**src/rtl/prio_irq_accept.sv**
```systemverilog
module prio_irq_accept #(
  parameter int NVEC = 256,
  parameter int SPW  = 9,
  localparam int VW  = $clog2(NVEC)
) (
  input  logic            clk,
  input  logic            rst_n,
  input  logic            req_valid,
  input  logic [VW-1:0]   req_vec,
  input  logic            req_level,
  input  logic            ack_req,
  output logic            ack_valid,
  output logic [VW-1:0]   ack_vec,
  input  logic            eoi,
  input  logic            tpr_wr,
  input  logic [3:0]      tpr_wdata,
  output logic [3:0]      tpr_rd,
  input  logic            spur_wr,
  input  logic [31:0]     spur_wdata,
  output logic [SPW-1:0]  spur_q,
  output logic            irq,
  output logic [VW-1:0]   prio_q,
  output logic [NVEC-1:0] pend_q,
  output logic [NVEC-1:0] insvc_q,
  output logic [NVEC-1:0] trig_q
);
  function automatic logic [VW:0] top_bit(input logic [NVEC-1:0] v);
    logic [VW:0] r;
    r = '0;
    for (int i = 0; i < NVEC; i++)
      if (v[i]) r = {1'b1, VW'(i)};
    return r;
  endfunction

  logic [VW-1:0] tpr;
  logic [VW:0]   pend_top, svc_top;
  logic          grant;
  logic [NVEC-1:0] set_m, ack_m, eoi_m;

  assign pend_top = top_bit(pend_q);
  assign svc_top  = top_bit(insvc_q);
  assign tpr_rd   = tpr[VW-1:VW-4];

  assign prio_q = (!svc_top[VW] || tpr[VW-1:VW-4] >= svc_top[VW-1:VW-4])
                  ? tpr : {svc_top[VW-1:VW-4], {(VW-4){1'b0}}};

  assign irq = spur_q[SPW-1] && pend_top[VW] &&
               (prio_q == '0 || pend_top[VW-1:VW-4] > prio_q[VW-1:VW-4]);

  assign grant = pend_top[VW] && !(tpr != '0 && pend_top[VW-1:0] <= tpr);

  assign set_m = req_valid ? (NVEC'(1) << req_vec) : '0;
  assign ack_m = (ack_req && grant) ? (NVEC'(1) << pend_top[VW-1:0]) : '0;
  assign eoi_m = (eoi && svc_top[VW]) ? (NVEC'(1) << svc_top[VW-1:0]) : '0;

  always_ff @(posedge clk) begin
    if (!rst_n) begin
      pend_q    <= '0;
      insvc_q   <= '0;
      trig_q    <= '0;
      tpr       <= '0;
      spur_q    <= SPW'(8'hFF);
      ack_valid <= 1'b0;
      ack_vec   <= '0;
    end else begin
      pend_q    <= (pend_q & ~ack_m) | set_m;
      insvc_q   <= (insvc_q & ~eoi_m) | ack_m;
      if (req_valid) trig_q[req_vec] <= req_level;
      if (tpr_wr) tpr <= {tpr_wdata, {(VW-4){1'b0}}};
      if (spur_wr) spur_q <= spur_wdata[SPW-1:0];
      ack_valid <= ack_req;
      if (ack_req) ack_vec <= grant ? pend_top[VW-1:0] : spur_q[VW-1:0];
    end
  end

  p_set_pending_r1: assert property (@(posedge clk) disable iff (!rst_n)
    req_valid |=> pend_q[$past(req_vec)]);
  p_trig_mode_r1: assert property (@(posedge clk) disable iff (!rst_n)
    req_valid |=> trig_q[$past(req_vec)] == $past(req_level));
  p_enable_gate_r7: assert property (@(posedge clk) disable iff (!rst_n)
    !spur_q[SPW-1] |-> !irq);
  p_ack_answer_r4: assert property (@(posedge clk) disable iff (!rst_n)
    ack_req |=> ack_valid);
  p_refuse_keeps_r5: assert property (@(posedge clk) disable iff (!rst_n)
    (ack_req && !grant && !eoi && !req_valid) |=> $stable(insvc_q) && $stable(pend_q));
  p_eoi_one_r6: assert property (@(posedge clk) disable iff (!rst_n)
    (eoi && !ack_req && insvc_q != '0) |=>
      $countones(insvc_q) == $countones($past(insvc_q)) - 1);
  p_prio_floor_r2: assert property (@(posedge clk) disable iff (!rst_n)
    prio_q[VW-1:VW-4] >= tpr_rd);
endmodule

```
**config.mk**
```make
export PLATFORM = sky130hd
export DESIGN_NAME = prio_irq_accept
export DESIGN_NICKNAME = d
export VERILOG_FILES = /design/src/rtl/prio_irq_accept.sv
export SDC_FILE = /design/constraint.sdc
export NUM_CORES = 2
export LEC_CHECK = 0
export BUFFER_PORTS_ARGS = -buffer_cell sky130_fd_sc_hd__buf_2
export CAP_MARGIN = 20
export CORE_AREA = 2 2 327 329
export CTS_CLUSTER_DIAMETER = 30
export DETAILED_ROUTE_END_ITERATION = 12
export DIE_AREA = 0 0 329 331
export GPL_TIMING_DRIVEN = 0
export PLACE_DENSITY = 0.66
export SYNTH_ARGS = -nofsm -noshare
export SYNTH_HDL_FRONTEND = slang
export SYNTH_SLANG_ARGS = --single-unit
```
**constraint.sdc**
```tcl
create_clock -name clk -period 4.9 [get_ports clk]
set_input_delay 0 -clock clk [delete_from_list [all_inputs] [get_ports clk]]
set_output_delay 0 -clock clk [all_outputs]
set_load 0.05 [all_outputs]
```
==> flow_results.org <==
** STA
- After layout, the minimum clock period comes to 5570 ps.
- Setup violations remaining at the end of the flow were counted as 218.
- Final hold analysis gives a worst-case slack of 14.3 ps.
- The worst path uses 114% of the clock period.
- For this run, the top clock speed supported by timing is 0.180 GHz.
- Unrepaired setup endpoints after global routing :: true
- Clock skew on the completed layout was measured at 37.8 ps.
- The number of max-slew violations in the final report came to 0.
- After layout, the worst setup slack is -668 ps.
- Setup tns final :: -16110 ps
- For the pin with the worst max-slew slack, the measured transition is 1380 ps.
- Final Hold Violating Endpoints :: 0
- Max transition margin :: 8.19%

** Clocking
- Maximum clock insertion buffer count :: 3
- Clk Tree Root Cell :: sky130_fd_sc_hd__clkbuf_16
- Number of levels in the clock H-tree :: 4
- The clock reaches the later pin of the worst-skew pair after 830 ps.
- Clock-pin slew was measured on the worst setup and hold paths at 40 ps.
- The number of clock buffers added by TritonCTS is 197.
- TritonCTS built the clock tree.
- Clock sink total :: 790

** Hold path
- In this run the worst hold path is classified as input pin to register.

** Placement
- Port Buffer Count :: 820
- Final HPWL DP :: 228000 um
- Number of placed instances with taps included :: 7055
- At the placement stage, the worst setup path has a slack of -2610 ps.
- Final weighted congestion of routability-driven global placement :: 1.08

** Power and ir drop
- Leakage power figure :: 24.4 nW
- Dividing total power by cell area gives a power density of 432 nW/um^2.
- Worst supply voltage drop on vdd :: 0.000308 V

** Synthesis
- Sequential-to-total area share from yosys stat :: 40.6%
- Among all flip-flop cells after synthesis, the most frequent one is sky130_fd_sc_hd__dfxtp_1.
- Yosys mapped the design onto 85 distinct sky130hd cell types.
- Yosys printed 0 warnings.
- Area of the mapped netlist :: 39000 um^2
- Syn Inst Count :: 4782
- Fraction of registers with async set or reset after synthesis :: 0%
- Synthesized area per cell :: 8.15 um^2
- The synthesized design contains 0 enable-type register cells.
- The synthesized design contains 790 register bits.

** Critical path
- STA puts the critical path data required time at 4900 ps.
- Data arrival time of the critical path :: 5570 ps
- Largest fanout on the critical path :: 8
- The worst setup path is captured at a primary output.
- The setup path with the least slack is of type register to primary output.
- Kind of start point of the critical path :: register

** Route
- Number of vias per cell after detailed routing :: 6.87
- After detailed routing, the average wire length per cell comes to 39.3 um.
- DR pass1 iterations :: 7
- The final route contains 52.0k vias.
- Final WL :: 297000 um
- Initial DRC Count :: 7430
- Antenna-violating nets left :: 0
- Final routed DRC violation total :: 0

** Cells and area
- Commonest non-fill, non-tap cell in the layout :: sky130_fd_sc_hd__buf_2
- Final Non-Filler Cells :: 7560
- Filler cell count :: 10.1k
- Relative to the synthesized area, the layout overhead comes to 42.8%.
- Post-layout util :: 53.0%
- At the end of the flow, the number of nets in the layout was 6041.
- Sequential cell area :: 15800 um^2
- Layout cells sized above 1 :: 27.4%
- Top library cells by usage in the layout, fill and taps aside :: sky130_fd_sc_hd__buf_2 (849), sky130_fd_sc_hd__dfxtp_1 (769), sky130_fd_sc_hd__nor2_1 (602)
- The multi-input combinational cells in the finished layout cover a total of 23100 um^2.

** Run status
- The final reports fail on setup timing.
- The flow ran to the end, but the final reports show violations.

** Global routing
- Entering global routing, the biggest net connects 17 pins.
- All-layer global routing usage :: 52.2%
- Number of global-route vias before repair :: 48.0k
- Initial antenna violation count :: 24
- Wire length of the first global-routing pass :: 396000 um
- After global routing the overflow that remains totals 0.

** Die
- 851 I/O pins were placed.
- Initial cell density of the core :: 37.1%
- The floorplan has 119 rows.
- The floorplan step set the die width to 329 um.
- Die H :: 331 um
- The die covers 109000 um^2.
- Core Box Area :: 105000 um^2

** Flow run
- Across the run, the number of max-cap violations was 0.
-- stage by stage --
stage	cell area, um^2	total power [W]
5_1_grt	55600	0.0242
6_report	55700	0.0240
2_1_floorplan	39000	0.00803
3_3_place_gp	44900	0.00966
3_5_place_dp	45800	0.00976
4_1_cts	54700	0.0234
-- cell families (layout without fill, tap and decap cells) --
| group | Yosys count | count (layout) | share of synthesized area [%] |
|---|---|---|---|
| fa+ha+maj | 12 | 12 | 0.385 |
| other cells | 1 | 31 | 0.00962 |
| buf+inv | 475 | 1832 | 4.77 |
| flops | 790 | 790 | 40.6 |
| simple gates | 1754 | 1754 | 21.3 |
| compound gates | 1496 | 1496 | 26.5 |
| mux | 254 | 254 | 6.52 |
-- power by group --
group / total [W] / switching (W) / internal, W
Clock: 0.0136 / 0.00438 / 0.00924
Sequential: 0.00654 / 0.0000582 / 0.00648
Combinational: 0.00386 / 0.00305 / 0.000814
-- flip-flops by register name, indices dropped and copies added, names as in the netlist --
register / cells
tpr: 4
insvc_q: 256
ack_valid: 1
pend_q: 256
trig_q: 256
ack_vec: 8
spur_q: 9
-- worst max-delay path: stages, from the launching register on --
cell and delay [ps]:
sky130_fd_sc_hd__dfxtp_4 360, sky130_fd_sc_hd__or4_4 540, sky130_fd_sc_hd__nand4bb_4 290, sky130_fd_sc_hd__a211oi_4 460
sky130_fd_sc_hd__o31ai_4 140, sky130_fd_sc_hd__a21oi_4 210, sky130_fd_sc_hd__o21ai_2 90, sky130_fd_sc_hd__clkbuf_8 180
sky130_fd_sc_hd__ha_4 200, sky130_fd_sc_hd__nand2b_4 130, sky130_fd_sc_hd__a21o_1 150, sky130_fd_sc_hd__a21o_1 180
sky130_fd_sc_hd__a21oi_2 180, sky130_fd_sc_hd__o21ai_4 160, sky130_fd_sc_hd__a21oi_4 180, sky130_fd_sc_hd__inv_2 60
sky130_fd_sc_hd__ha_4 260, sky130_fd_sc_hd__nor2b_4 130, sky130_fd_sc_hd__o21ai_2 50, sky130_fd_sc_hd__nand2b_1 80
sky130_fd_sc_hd__a21oi_2 60, sky130_fd_sc_hd__a41o_1 220, sky130_fd_sc_hd__o41ai_2 50, sky130_fd_sc_hd__and3_4 240
sky130_fd_sc_hd__buf_8 140
-- synth_stat cells (33+ instances only) --
master / count / area (um^2)
sky130_fd_sc_hd__nor3_1: 108 / 541
sky130_fd_sc_hd__clkbuf_1: 315 / 1180
sky130_fd_sc_hd__a21oi_1: 256 / 1280
sky130_fd_sc_hd__o21a_1: 33 / 248
sky130_fd_sc_hd__o31ai_1: 118 / 886
sky130_fd_sc_hd__or4_1: 58 / 435
sky130_fd_sc_hd__nor2_1: 625 / 2350
sky130_fd_sc_hd__nand2b_1: 48 / 300
sky130_fd_sc_hd__o21ai_0: 374 / 1870
sky130_fd_sc_hd__nand2_1: 437 / 1640
sky130_fd_sc_hd__nand4_1: 36 / 225
sky130_fd_sc_hd__nand3_1: 73 / 365
sky130_fd_sc_hd__a41oi_1: 105 / 920
sky130_fd_sc_hd__mux2i_1: 254 / 2540
sky130_fd_sc_hd__a311oi_1: 86 / 753
sky130_fd_sc_hd__dfxtp_1: 790 / 15800
sky130_fd_sc_hd__nor2b_1: 40 / 250
sky130_fd_sc_hd__a31oi_1: 36 / 225
sky130_fd_sc_hd__o211ai_1: 40 / 300
sky130_fd_sc_hd__inv_1: 110 / 413
sky130_fd_sc_hd__nor4_1: 187 / 1170
sky130_fd_sc_hd__o311ai_0: 210 / 1840
-- what timing repair did --
item	4_1_cts	5_1_grt
resized for setup	276	146
setup endpoints to repair	525	380
pin swaps	41	43
endpoints found under the hold margin	115	0
setup buffers	45	20
hold buffers	48	0
-- layer usage --
metal	share of wire [%]	vias to the layer above	routed length [um]	track usage, %
met5	0.055	-	165	0.522
met1	33	24800	99200	57.1
li1	-	20700	-	-
met2	41	4798	123000	77.3
met3	14	1664	40500	21.3
met4	11	26	34200	48.0
-- final timing paths --
| kind | startpoint | end | slack [ps] | cells after the start |
|---|---|---|---|---|
| hold reg to reg | ack_vec[6] | ack_vec[6] | 480 | 2 |
| hold / removal | req_vec[4] | pend_q[144] | 10 | 6 |
| setup / recovery | insvc_q[17] | irq | -670 | 24 |
| setup reg to reg | pend_q[184] | pend_q[155] | -220 | 11 |
-- final cells by class --
class                           count  share of cell area [%]
Clock buffer                      256                    9.84
Antenna cell                       27                   0.121
Tap cell                         1391                    3.13
Timing Repair Buffer              999                    10.9
Inverter                          111                   0.748
Clock inverter                    108                    2.54
Sequential cell                   790                    28.5
Buffer                            358                    2.85
Multi-Input combinational cell   3520                    41.5
Note: power is estimated with default switching activity, not from simulation.
